[src/rtl/tsq_pkg.sv]
package tsq_pkg;
  typedef enum logic [1:0] {K_NONE, K_SETUP, K_DRIVE, K_MEAS} kind_e;

  localparam int unsigned DRV_XP = 0;
  localparam int unsigned DRV_XN = 1;
  localparam int unsigned DRV_YP = 2;
  localparam int unsigned DRV_YN = 3;

  typedef struct packed {
    kind_e       kind;
    logic [3:0]  drv;
    logic [2:0]  chan;
  } dec_t;

  typedef enum logic [1:0] {ST_IDLE, ST_ACQ, ST_RUN} st_e;
endpackage

[src/rtl/tsq_decode.sv]
module tsq_decode
  import tsq_pkg::*;
(
  input  logic [3:0] func_i,
  output dec_t       dec_o
);
  always_comb begin
    dec_o = '{kind: K_NONE, drv: 4'b0000, chan: 3'd0};
    unique case (func_i)
      4'b0000: dec_o = '{kind: K_MEAS,  drv: 4'b0000, chan: 3'd0};
      4'b0010: dec_o = '{kind: K_MEAS,  drv: 4'b0000, chan: 3'd1};
      4'b0100: dec_o = '{kind: K_MEAS,  drv: 4'b0000, chan: 3'd2};
      4'b1000: dec_o = '{kind: K_DRIVE, drv: 4'b0011, chan: 3'd0};
      4'b1001: dec_o = '{kind: K_DRIVE, drv: 4'b1100, chan: 3'd0};
      4'b1010: dec_o = '{kind: K_DRIVE, drv: 4'b0110, chan: 3'd0};
      4'b1011: dec_o = '{kind: K_SETUP, drv: 4'b0000, chan: 3'd0};
      4'b1100: dec_o = '{kind: K_MEAS,  drv: 4'b0011, chan: 3'd3};
      4'b1101: dec_o = '{kind: K_MEAS,  drv: 4'b1100, chan: 3'd4};
      4'b1110: dec_o = '{kind: K_MEAS,  drv: 4'b0110, chan: 3'd4};
      4'b1111: dec_o = '{kind: K_MEAS,  drv: 4'b0110, chan: 3'd5};
      default: dec_o = '{kind: K_NONE,  drv: 4'b0000, chan: 3'd0};
    endcase
  end
endmodule

[src/rtl/tsq_timer.sv]
module tsq_timer #(
  parameter int unsigned CLKS_HI = 19,
  parameter int unsigned CLKS_LO = 16,
  parameter int unsigned DIV_HI  = 2,
  parameter int unsigned DIV_LO  = 1,
  parameter int unsigned OVERLAP = 4,
  parameter int unsigned NW      = 3
) (
  input  logic          clk_i,
  input  logic          rst_ni,
  input  logic          start_i,
  input  logic          abort_i,
  input  logic          fast_i,
  input  logic [NW-1:0] nconv_i,
  output logic          busy_o,
  output logic          sample_o
);
  localparam int unsigned LEN_HI   = CLKS_HI * DIV_HI;
  localparam int unsigned LEN_LO   = CLKS_LO * DIV_LO;
  localparam int unsigned FIRST_HI = (CLKS_HI - OVERLAP) * DIV_HI;
  localparam int unsigned FIRST_LO = (CLKS_LO - OVERLAP) * DIV_LO;
  localparam int unsigned LEN_MAX  = (LEN_HI > LEN_LO) ? LEN_HI : LEN_LO;
  localparam int unsigned CW       = $clog2(LEN_MAX + 1);

  logic          busy_q;
  logic [CW-1:0] cnt_q, last_cnt;
  logic [NW-1:0] idx_q;

  always_comb begin
    if (idx_q == '0) last_cnt = fast_i ? CW'(FIRST_LO - 1) : CW'(FIRST_HI - 1);
    else             last_cnt = fast_i ? CW'(LEN_LO - 1)   : CW'(LEN_HI - 1);
  end

  always_ff @(posedge clk_i or negedge rst_ni) begin
    if (!rst_ni) begin
      busy_q <= 1'b0;
      cnt_q  <= '0;
      idx_q  <= '0;
    end else if (abort_i) begin
      busy_q <= 1'b0;
      cnt_q  <= '0;
      idx_q  <= '0;
    end else if (start_i) begin
      busy_q <= 1'b1;
      cnt_q  <= '0;
      idx_q  <= '0;
    end else if (busy_q) begin
      if (cnt_q == last_cnt) begin
        cnt_q <= '0;
        if (idx_q == nconv_i - NW'(1)) busy_q <= 1'b0;
        else                           idx_q  <= idx_q + NW'(1);
      end else begin
        cnt_q <= cnt_q + CW'(1);
      end
    end
  end

  assign busy_o   = busy_q;
  assign sample_o = busy_q && (cnt_q == '0);
endmodule

[src/rtl/tsq_pen.sv]
module tsq_pen (
  input  logic clk_i,
  input  logic rst_ni,
  input  logic disarm_i,
  input  logic arm_i,
  input  logic force_low_i,
  input  logic touch_i,
  output logic armed_o,
  output logic penirq_o
);
  logic armed_q;

  always_ff @(posedge clk_i or negedge rst_ni) begin
    if (!rst_ni)       armed_q <= 1'b1;
    else if (disarm_i) armed_q <= 1'b0;
    else if (arm_i)    armed_q <= 1'b1;
  end

  assign armed_o  = armed_q;
  assign penirq_o = force_low_i ? 1'b0 : (armed_q ? !touch_i : 1'b1);
endmodule

[src/rtl/touch_conv_seq.sv]
module touch_conv_seq
  import tsq_pkg::*;
#(
  parameter int unsigned CLKS_HI = 19,
  parameter int unsigned CLKS_LO = 16,
  parameter int unsigned DIV_HI  = 2,
  parameter int unsigned DIV_LO  = 1,
  parameter int unsigned OVERLAP = 4,
  parameter int unsigned FILT_N  = 7
) (
  input  logic       clk_i,
  input  logic       rst_ni,
  input  logic [7:0] cmd_i,
  input  logic       cmd_valid_i,
  input  logic       end_write_i,
  input  logic       wr_addr_ack_i,
  input  logic       done_i,
  input  logic       touch_i,
  output logic       xp_en_o,
  output logic       xn_en_o,
  output logic       yp_en_o,
  output logic       yn_en_o,
  output logic [2:0] chan_o,
  output logic       fast_clk_o,
  output logic       sample_start_o,
  output logic       conv_pwr_o,
  output logic       penirq_o
);
  localparam int unsigned NW = $clog2(FILT_N + 1);

  st_e        st_q;
  dec_t       dec;
  logic [3:0] drv_q;
  logic [2:0] chan_q;
  logic [1:0] pd_q;
  logic       fast_q, byp_q;
  logic       cmd_take, setup_take, run_go, done_take;
  logic       tmr_busy, armed, force_low;
  logic [NW-1:0] nconv;
  logic       unused_pullup_bit;

  assign unused_pullup_bit = cmd_i[0];

  tsq_decode i_dec (.func_i(cmd_i[7:4]), .dec_o(dec));

  assign cmd_take   = cmd_valid_i && (dec.kind == K_MEAS || dec.kind == K_DRIVE);
  assign setup_take = cmd_valid_i && (dec.kind == K_SETUP);
  assign run_go     = !cmd_take && end_write_i && (st_q == ST_ACQ);
  assign done_take  = !cmd_take && done_i && (st_q == ST_RUN) && !tmr_busy;
  assign nconv      = byp_q ? NW'(1) : NW'(FILT_N);

  always_ff @(posedge clk_i or negedge rst_ni) begin
    if (!rst_ni) begin
      st_q   <= ST_IDLE;
      drv_q  <= '0;
      chan_q <= '0;
      pd_q   <= '0;
      fast_q <= 1'b0;
      byp_q  <= 1'b0;
    end else begin
      if (setup_take) byp_q <= cmd_i[1];
      if (cmd_take) begin
        drv_q  <= dec.drv;
        pd_q   <= cmd_i[3:2];
        fast_q <= cmd_i[1];
        if (dec.kind == K_MEAS) begin
          chan_q <= dec.chan;
          st_q   <= ST_ACQ;
        end else begin
          st_q   <= ST_IDLE;
        end
      end else if (run_go) begin
        st_q <= ST_RUN;
      end else if (done_take) begin
        st_q <= ST_IDLE;
        if (!pd_q[0]) drv_q <= '0;
      end
    end
  end

  tsq_timer #(
    .CLKS_HI(CLKS_HI), .CLKS_LO(CLKS_LO), .DIV_HI(DIV_HI), .DIV_LO(DIV_LO),
    .OVERLAP(OVERLAP), .NW(NW)
  ) i_tmr (
    .clk_i    (clk_i),
    .rst_ni   (rst_ni),
    .start_i  (run_go),
    .abort_i  (cmd_take),
    .fast_i   (fast_q),
    .nconv_i  (nconv),
    .busy_o   (tmr_busy),
    .sample_o (sample_start_o)
  );

  assign force_low = drv_q[DRV_XP] | drv_q[DRV_XN] | drv_q[DRV_YP];

  tsq_pen i_pen (
    .clk_i       (clk_i),
    .rst_ni      (rst_ni),
    .disarm_i    (wr_addr_ack_i),
    .arm_i       (done_take && !pd_q[0]),
    .force_low_i (force_low),
    .touch_i     (touch_i),
    .armed_o     (armed),
    .penirq_o    (penirq_o)
  );

  assign xp_en_o    = drv_q[DRV_XP];
  assign xn_en_o    = drv_q[DRV_XN];
  assign yp_en_o    = drv_q[DRV_YP];
  assign yn_en_o    = drv_q[DRV_YN] | ((st_q == ST_IDLE) && armed && (drv_q == '0));
  assign chan_o     = chan_q;
  assign fast_clk_o = fast_q;
  assign conv_pwr_o = (st_q != ST_IDLE) || pd_q[0];
endmodule

[config.mk]
export PLATFORM = sky130hd
export DESIGN_NAME = touch_conv_seq
export DESIGN_NICKNAME = d
export VERILOG_FILES = /design/src/rtl/tsq_pkg.sv /design/src/rtl/tsq_decode.sv /design/src/rtl/tsq_timer.sv /design/src/rtl/tsq_pen.sv /design/src/rtl/touch_conv_seq.sv
export SDC_FILE = /design/constraint.sdc
export NUM_CORES = 1
export LEC_CHECK = 0
export BUFFER_PORTS_ARGS = -buffer_cell sky130_fd_sc_hd__buf_2
export CORE_AREA = 5 5 67 69
export DETAILED_ROUTE_END_ITERATION = 12
export DIE_AREA = 0 0 72 74
export GPL_TIMING_DRIVEN = 1
export PLACE_DENSITY_LB_ADDON = 0.05
export SLEW_MARGIN = 0
export SYNTH_ARGS = -nofsm -noshare
export SYNTH_HDL_FRONTEND = slang
export SYNTH_SLANG_ARGS = --single-unit
[constraint.sdc]
create_clock -name clk_i -period 2.7 [get_ports clk_i]
set_input_delay 0.54 -clock clk_i [delete_from_list [all_inputs] [get_ports clk_i]]
set_output_delay 0.54 -clock clk_i [all_outputs]
set_load 0.05 [all_outputs]
-- Word-level counts from Yosys, hierarchy flattened
Memory sizes are Yosys's and may differ from the RTL's.
Index checks and enable logic that the tools add are counted.
- add/subtract/negate cells: 3
- eq/ne operators: 10
- muxes and demuxes: 30
- bitwise logic cells: 3
- reduce and logical (&&, ||, !) cells: 30
- operator list (operator ; count):
    2-to-1 mux 6 bit ; 6
    2-to-1 mux 3 bit ; 6
    2-to-1 mux 4 bit ; 4
    logical AND 1 bit ; 11
    2-to-1 mux 1 bit ; 10
    nonzero test 3 bit ; 3
    adder 6 x 1 -> 6 bit (second input constant) ; 1
    equality test 2 bit (second input constant) ; 3
    equality test 6 bit ; 1
    zero test 6 bit ; 1
    2-to-1 mux 2 bit ; 3
    AND reduction 3 bit ; 2
    nonzero test 2 bit ; 3
    2-to-1 mux 5 bit ; 1
    equality test 2 x 1 -> 1 bit (second input constant) ; 2
    zero test 1 bit ; 4
    zero test 4 bit ; 1
    adder 3 x 1 -> 3 bit (second input constant) ; 1
    equality test 3 bit ; 1
    zero test 3 bit ; 1
    inequality test 3 x 2 -> 1 bit (second input constant) ; 1
    bitwise OR 1 bit ; 3
    subtractor 3 x 1 -> 3 bit (second input constant) ; 1
    zero test 2 bit ; 1
    4 further kinds ; 5
- flip-flop bits (word level): 23
- bits in read-only memories: 144
- input port bits: 15
- output and inout port bits: 11
- word-level logic and storage cells: 87
- memories kept: 1
- memories (name ; depth ; bits a word ; rd ports ; clocked after Yosys merged registers in ; write ports ; line ; RTL):
    (name not given) ; 16 ; 9 ; 1 ; 0 ; 0 ; tsq_decode.sv:9 ; unique case (func_i)

-- Longest topological paths before layout
An unclocked memory read counts as a cell.
- depth after elaboration: 11
- mapped depth: 8
- depth with buffers taken out: 7

-- Hierarchy
A second synthesis with hierarchy kept.
- cell total of the unflattened synthesis: 173
- area, all modules: 1589.0 µm²
- modules (own cells, without submodules) (module ; times used ; cells each ; area each (µm²) ; seq. area each (µm²)):
    tsq_timer ; 1 ; 87 ; 799.5 ; 250.2
    touch_conv_seq ; 1 ; 55 ; 545.5 ; 300.3
    tsq_decode ; 1 ; 28 ; 202.7 ; 0.0
    tsq_pen ; 1 ; 3 ; 41.3 ; 26.3

-- Worst setup path before layout
Ideal clock, no wire load.
- path kind: flip-flop to output port
- start: register drv_q[1]
- end: output penirq_o
- data arrival time: 2004 ps
- required time: 2160 ps
- slack: 156 ps
- stages on the path, launching flop included: 3
- buffers on the path: 0
- cell sequence: dfrtp_1 > nor3_1 > a21boi_0
- cells in the longest elaborated chain, start to end: 3
- ends and longest elaborated chain (what ; line ; RTL):
    start: declaration ; touch_conv_seq.sv:33 ; logic [3:0] drv_q;
    start signal: assignment ; touch_conv_seq.sv:63 ; drv_q <= dec.drv;
    bitwise OR 1 bit (2 in series) ; touch_conv_seq.sv:95 ; assign force_low = drv_q[DRV_XP] | drv_q[DRV_XN] | drv_q[DRV_YP];
    2-to-1 mux 1 bit ; tsq_pen.sv:20 ; assign penirq_o = force_low_i ? 1'b0 : (armed_q ? !touch_i : 1'b1);
    end: declaration ; touch_conv_seq.sv:27 ; output logic penirq_o
No other way between the ends.

-- Worst setup path in the final report
- start: register i_tmr.idx_q[0]
- end: register i_tmr.idx_q[0]
- cells in the longest elaborated chain, start to end: 6
- elaborated cells between the ends (all ways): 13
- those cells by class: 1 x add/sub; 3 x eq/ne; 6 x mux; 3 x reduce/logical
- ends and longest elaborated chain (what ; line ; RTL):
    start: declaration ; tsq_timer.sv:27 ; logic [NW-1:0] idx_q;
    start signal: assignment ; tsq_timer.sv:51 ; else idx_q <= idx_q + NW'(1);
    adder 3 x 1 -> 3 bit ; tsq_timer.sv:51 ;
    2-to-1 mux 3 bit ; tsq_timer.sv:50 ; if (idx_q == nconv_i - NW'(1)) busy_q <= 1'b0;
    2-to-1 mux 3 bit ; tsq_timer.sv:48 ; if (cnt_q == last_cnt) begin
    2-to-1 mux 3 bit ; tsq_timer.sv:47 ; end else if (busy_q) begin
    2-to-1 mux 3 bit ; tsq_timer.sv:43 ; end else if (start_i) begin
    2-to-1 mux 3 bit ; tsq_timer.sv:39 ; end else if (abort_i) begin
Several ways; a longest one is shown, not always the timed one. The select of a mux whose other input is x is not followed.
A chain may end at the register's enable or synchronous reset.

==> results_dict.tcl <==
set metrics [dict create \
    run_status "finished clean" \
    floorplan.die_area_um2 5330 \
    yosys.cell_types.count 49 \
    synth-seq-area-share 0.393 \
    post_synthesis_cell_count 157 \
    cts_tree "done" \
    post_synthesis_area_per_instance_um2 9.36 \
    drc 0 \
    grt_first_pass_wirelength_um 5490 \
    syn-num-nets 183 \
    p_leak_nw 0.750 \
    synth_area_um2 1470 \
    initial_core_util 0.381 \
    wl_per_cell_um 14.0 \
    grtUsageMet3 0.0162 \
    die-width_um 72 \
    grt_overflow 0 \
    cts_setup_buffers 0 \
    numPortBuffers 23 \
    fin_crit_share 0.866 \
    hp-class "primary input to async pin" \
    route.final.wire_length_um 3150 \
    ys_dominant_reg_cell "dfrtp_1" \
    dp_slack_ns 0.388 \
    core_area_um2 3860 \
    finalSetupTns_ns 0 \
    worst_setup_path_end_kind "flip-flop" \
    setup_slack_ns 0.363 \
    finish.net_count 203 \
    ctsHoldBuffers 0 \
    floorplan.rows 23 \
    synth_edf_count 0 \
    via_count_of_the_first_global_routing_pass 1220 \
    layout.filler_cells 406 \
    clkSlewWorstSetupHoldPaths_ns 0.08 \
    setup_crit_start_kind "flip-flop" \
    drtPass1Iterations 5 \
    power.density_nw_per_um2 598 \
    max_clock_freq_ghz 0.428 \
    cts.repair.resized 0 \
    ant_nets 0 \
    rsz_0062_raised_after_global_routing "no" \
    post_layout_min_period_ns 2.34 \
    slew_viol_final 0 \
    final_layout_size_suffix_gt1_frac 0.210 \
    worst-endpoint-arrival_ns 2.49 \
    insertedDiodeCount 0 \
    postLayoutCellArea_um2 1640 \
    grt_antenna_before_repair 0 \
    finish.cell_count_without_fillers 226 \
    cts_inserted_buffers 3 \
    die_h_um 74 \
    drt_first_iter_violations 41 \
    grt_start_max_net_pins 24 \
    grt_usage 0.129 \
    synth_seq_cells 23 \
    worst-setup-path-type "flip-flop to flip-flop" \
    globalRouteMet1Util 0.152 \
    clock-root-buffer "clkbuf_8" \
    yosysWarnings 0 \
    clockBufferDepth 2 \
    global_route.peak_usage_layer "met2" \
    reg2reg_slack_ns 0.36 \
    via_per_inst 5.30 \
    grtUsageMet2 0.247 \
    num_vias 1198 \
    clk_latency_ns 0.26 \
    timing.critical_path.fanout_max 9 \
    gp_routability_congestion 0.797 \
    cts-htree-levels 1 \
    place_area_um2 1600 \
    setup_violations 0 \
    final.setup_skew_ns 0.000766 \
    num_io_pins 26 \
    drv_cap 0 \
    synth-async-reset-ratio 1.00 \
    tightest_slew_ns 0.541 \
    tritoncts_num_sinks 23 \
    place_inst 222 \
    maxSlewHeadroom 0.639 \
    area_delta_synth_final_pct 11.9 \
    detailed_place_hpwl_um 2460 \
    power.ir.vdd_worst_mv 0.338 \
    timing_hold_violations_final 0 \
    required_ns 2.85 \
]
## power by group
group	total [W]	leakage (nW)	switching (W)	internal, W
clock	0.000210	0.0228	0.000105	0.000105
sequential	0.000452	0.301	0.0000609	0.000391
combinational	0.000321	0.427	0.000212	0.000109
total	0.000983	0.750	0.000378	0.000604
## layout by cell type (no fill, tap or decap), drive strengths merged, types with 5 or more instances in the layout
| master | netlist | layout |
|---|---|---|
| ha | 11 | 11 |
| nand2 | 19 | 19 |
| a21oi | 13 | 13 |
| buf | 5 | 24 |
| nand3 | 5 | 5 |
| dfrtp | 22 | 22 |
| nor2 | 9 | 9 |
| inv | 8 | 8 |
## worst max-delay path, cell delays in order, from the launching register on
cell and delay [ns]:
dfrtp_1 0.38, inv_1 0.08, ha_1 0.19, nor2b_2 0.18
or3b_1 0.36, a311o_1 0.47, or4_1 0.44, o211a_1 0.14
## final cells by class
cell class / count / area, um2 / share of cell area
clock buffer: 4 / 45.0 / 0.0274
tap: 50 / 62.6 / 0.0381
inverter: 8 / 30.0 / 0.0183
timing repair buffer: 24 / 123 / 0.0746
multi-input combinational: 117 / 807 / 0.491
sequential: 23 / 577 / 0.351
## synth_stat cells, drive strengths merged (2+ instances only)
cell type	n	area, um2
a32o	4	40.0
o22ai	2	12.5
dfrtp	22	551
nor3	4	25.0
mux2	3	33.8
nand2	19	71.3
nand2b	4	25.0
nor2	9	33.8
o31ai	2	15.0
nand3	5	25.0
o211ai	2	15.0
o21ai	4	20.0
xnor2	2	17.5
clkbuf	4	15.0
o211a	2	20.0
inv	8	30.0
buf	5	40.0
nand3b	2	15.0
a21boi	2	15.0
nor3b	2	15.0
or3b	2	17.5
mux2i	2	20.0
a21oi	13	65.1
ha	11	138
and3	2	12.5
nor2b	2	15.0
## path summary, 6_finish.rpt
path                           startpoint             end  cells past startpoint
setup reg to reg           i_tmr.idx_q[0]  i_tmr.idx_q[0]                      7
hold / removal                     rst_ni       chan_o[2]                      1
min in group clk_i          wr_addr_ack_i   i_pen.armed_o                      2
max in group asynchronous          rst_ni   i_pen.armed_o                      1
setup / recovery           i_tmr.idx_q[0]  i_tmr.idx_q[0]                      7
hold reg to reg                 chan_o[1]       chan_o[1]                      2
## kinds of logic after synthesis
kind of cell,synth area share
AO/OA/AOI/OAI,0.178
XOR/XNOR,0.0119
adder cells (fa/ha/maj),0.0937
buffers and inverters,0.0579
flip-flops,0.393
multiplexers,0.0366
AND/OR/NAND/NOR,0.229
## registers in the layout, indices dropped and copies added, names as in the netlist
| signal | count |
|---|---|
| i_pen.armed_o | 1 |
| i_tmr.cnt_q | 6 |
| st_q | 2 |
| i_tmr.busy_o | 1 |
| chan_o | 3 |
| pd_q | 1 |
| byp_q | 1 |
| fast_clk_o | 1 |
| i_tmr.idx_q | 3 |
| drv_q | 4 |
## metrics by stage
stage                     power (W)  hold WS [ns]   util
after CTS                   0.00100         0.267  0.426
final                      0.000983         0.254  0.426
after global routing        0.00106         0.293  0.426
after floorplan            0.000700         0.244      -
after detailed placement   0.000785         0.471  0.415
after global placement     0.000777         0.459  0.415
## layer usage
| metal | wire, um | share of wire | vias to the layer above |
|---|---|---|---|
| li1 | - | - | 597 |
| met1 | 1420 | 0.45 | 565 |
| met2 | 1600 | 0.51 | 30 |
| met3 | 92 | 0.029 | 6 |
| met4 | 35 | 0.011 | 0 |
| met5 | 0 | 0 | - |
Power figures use the tool's default switching activity.
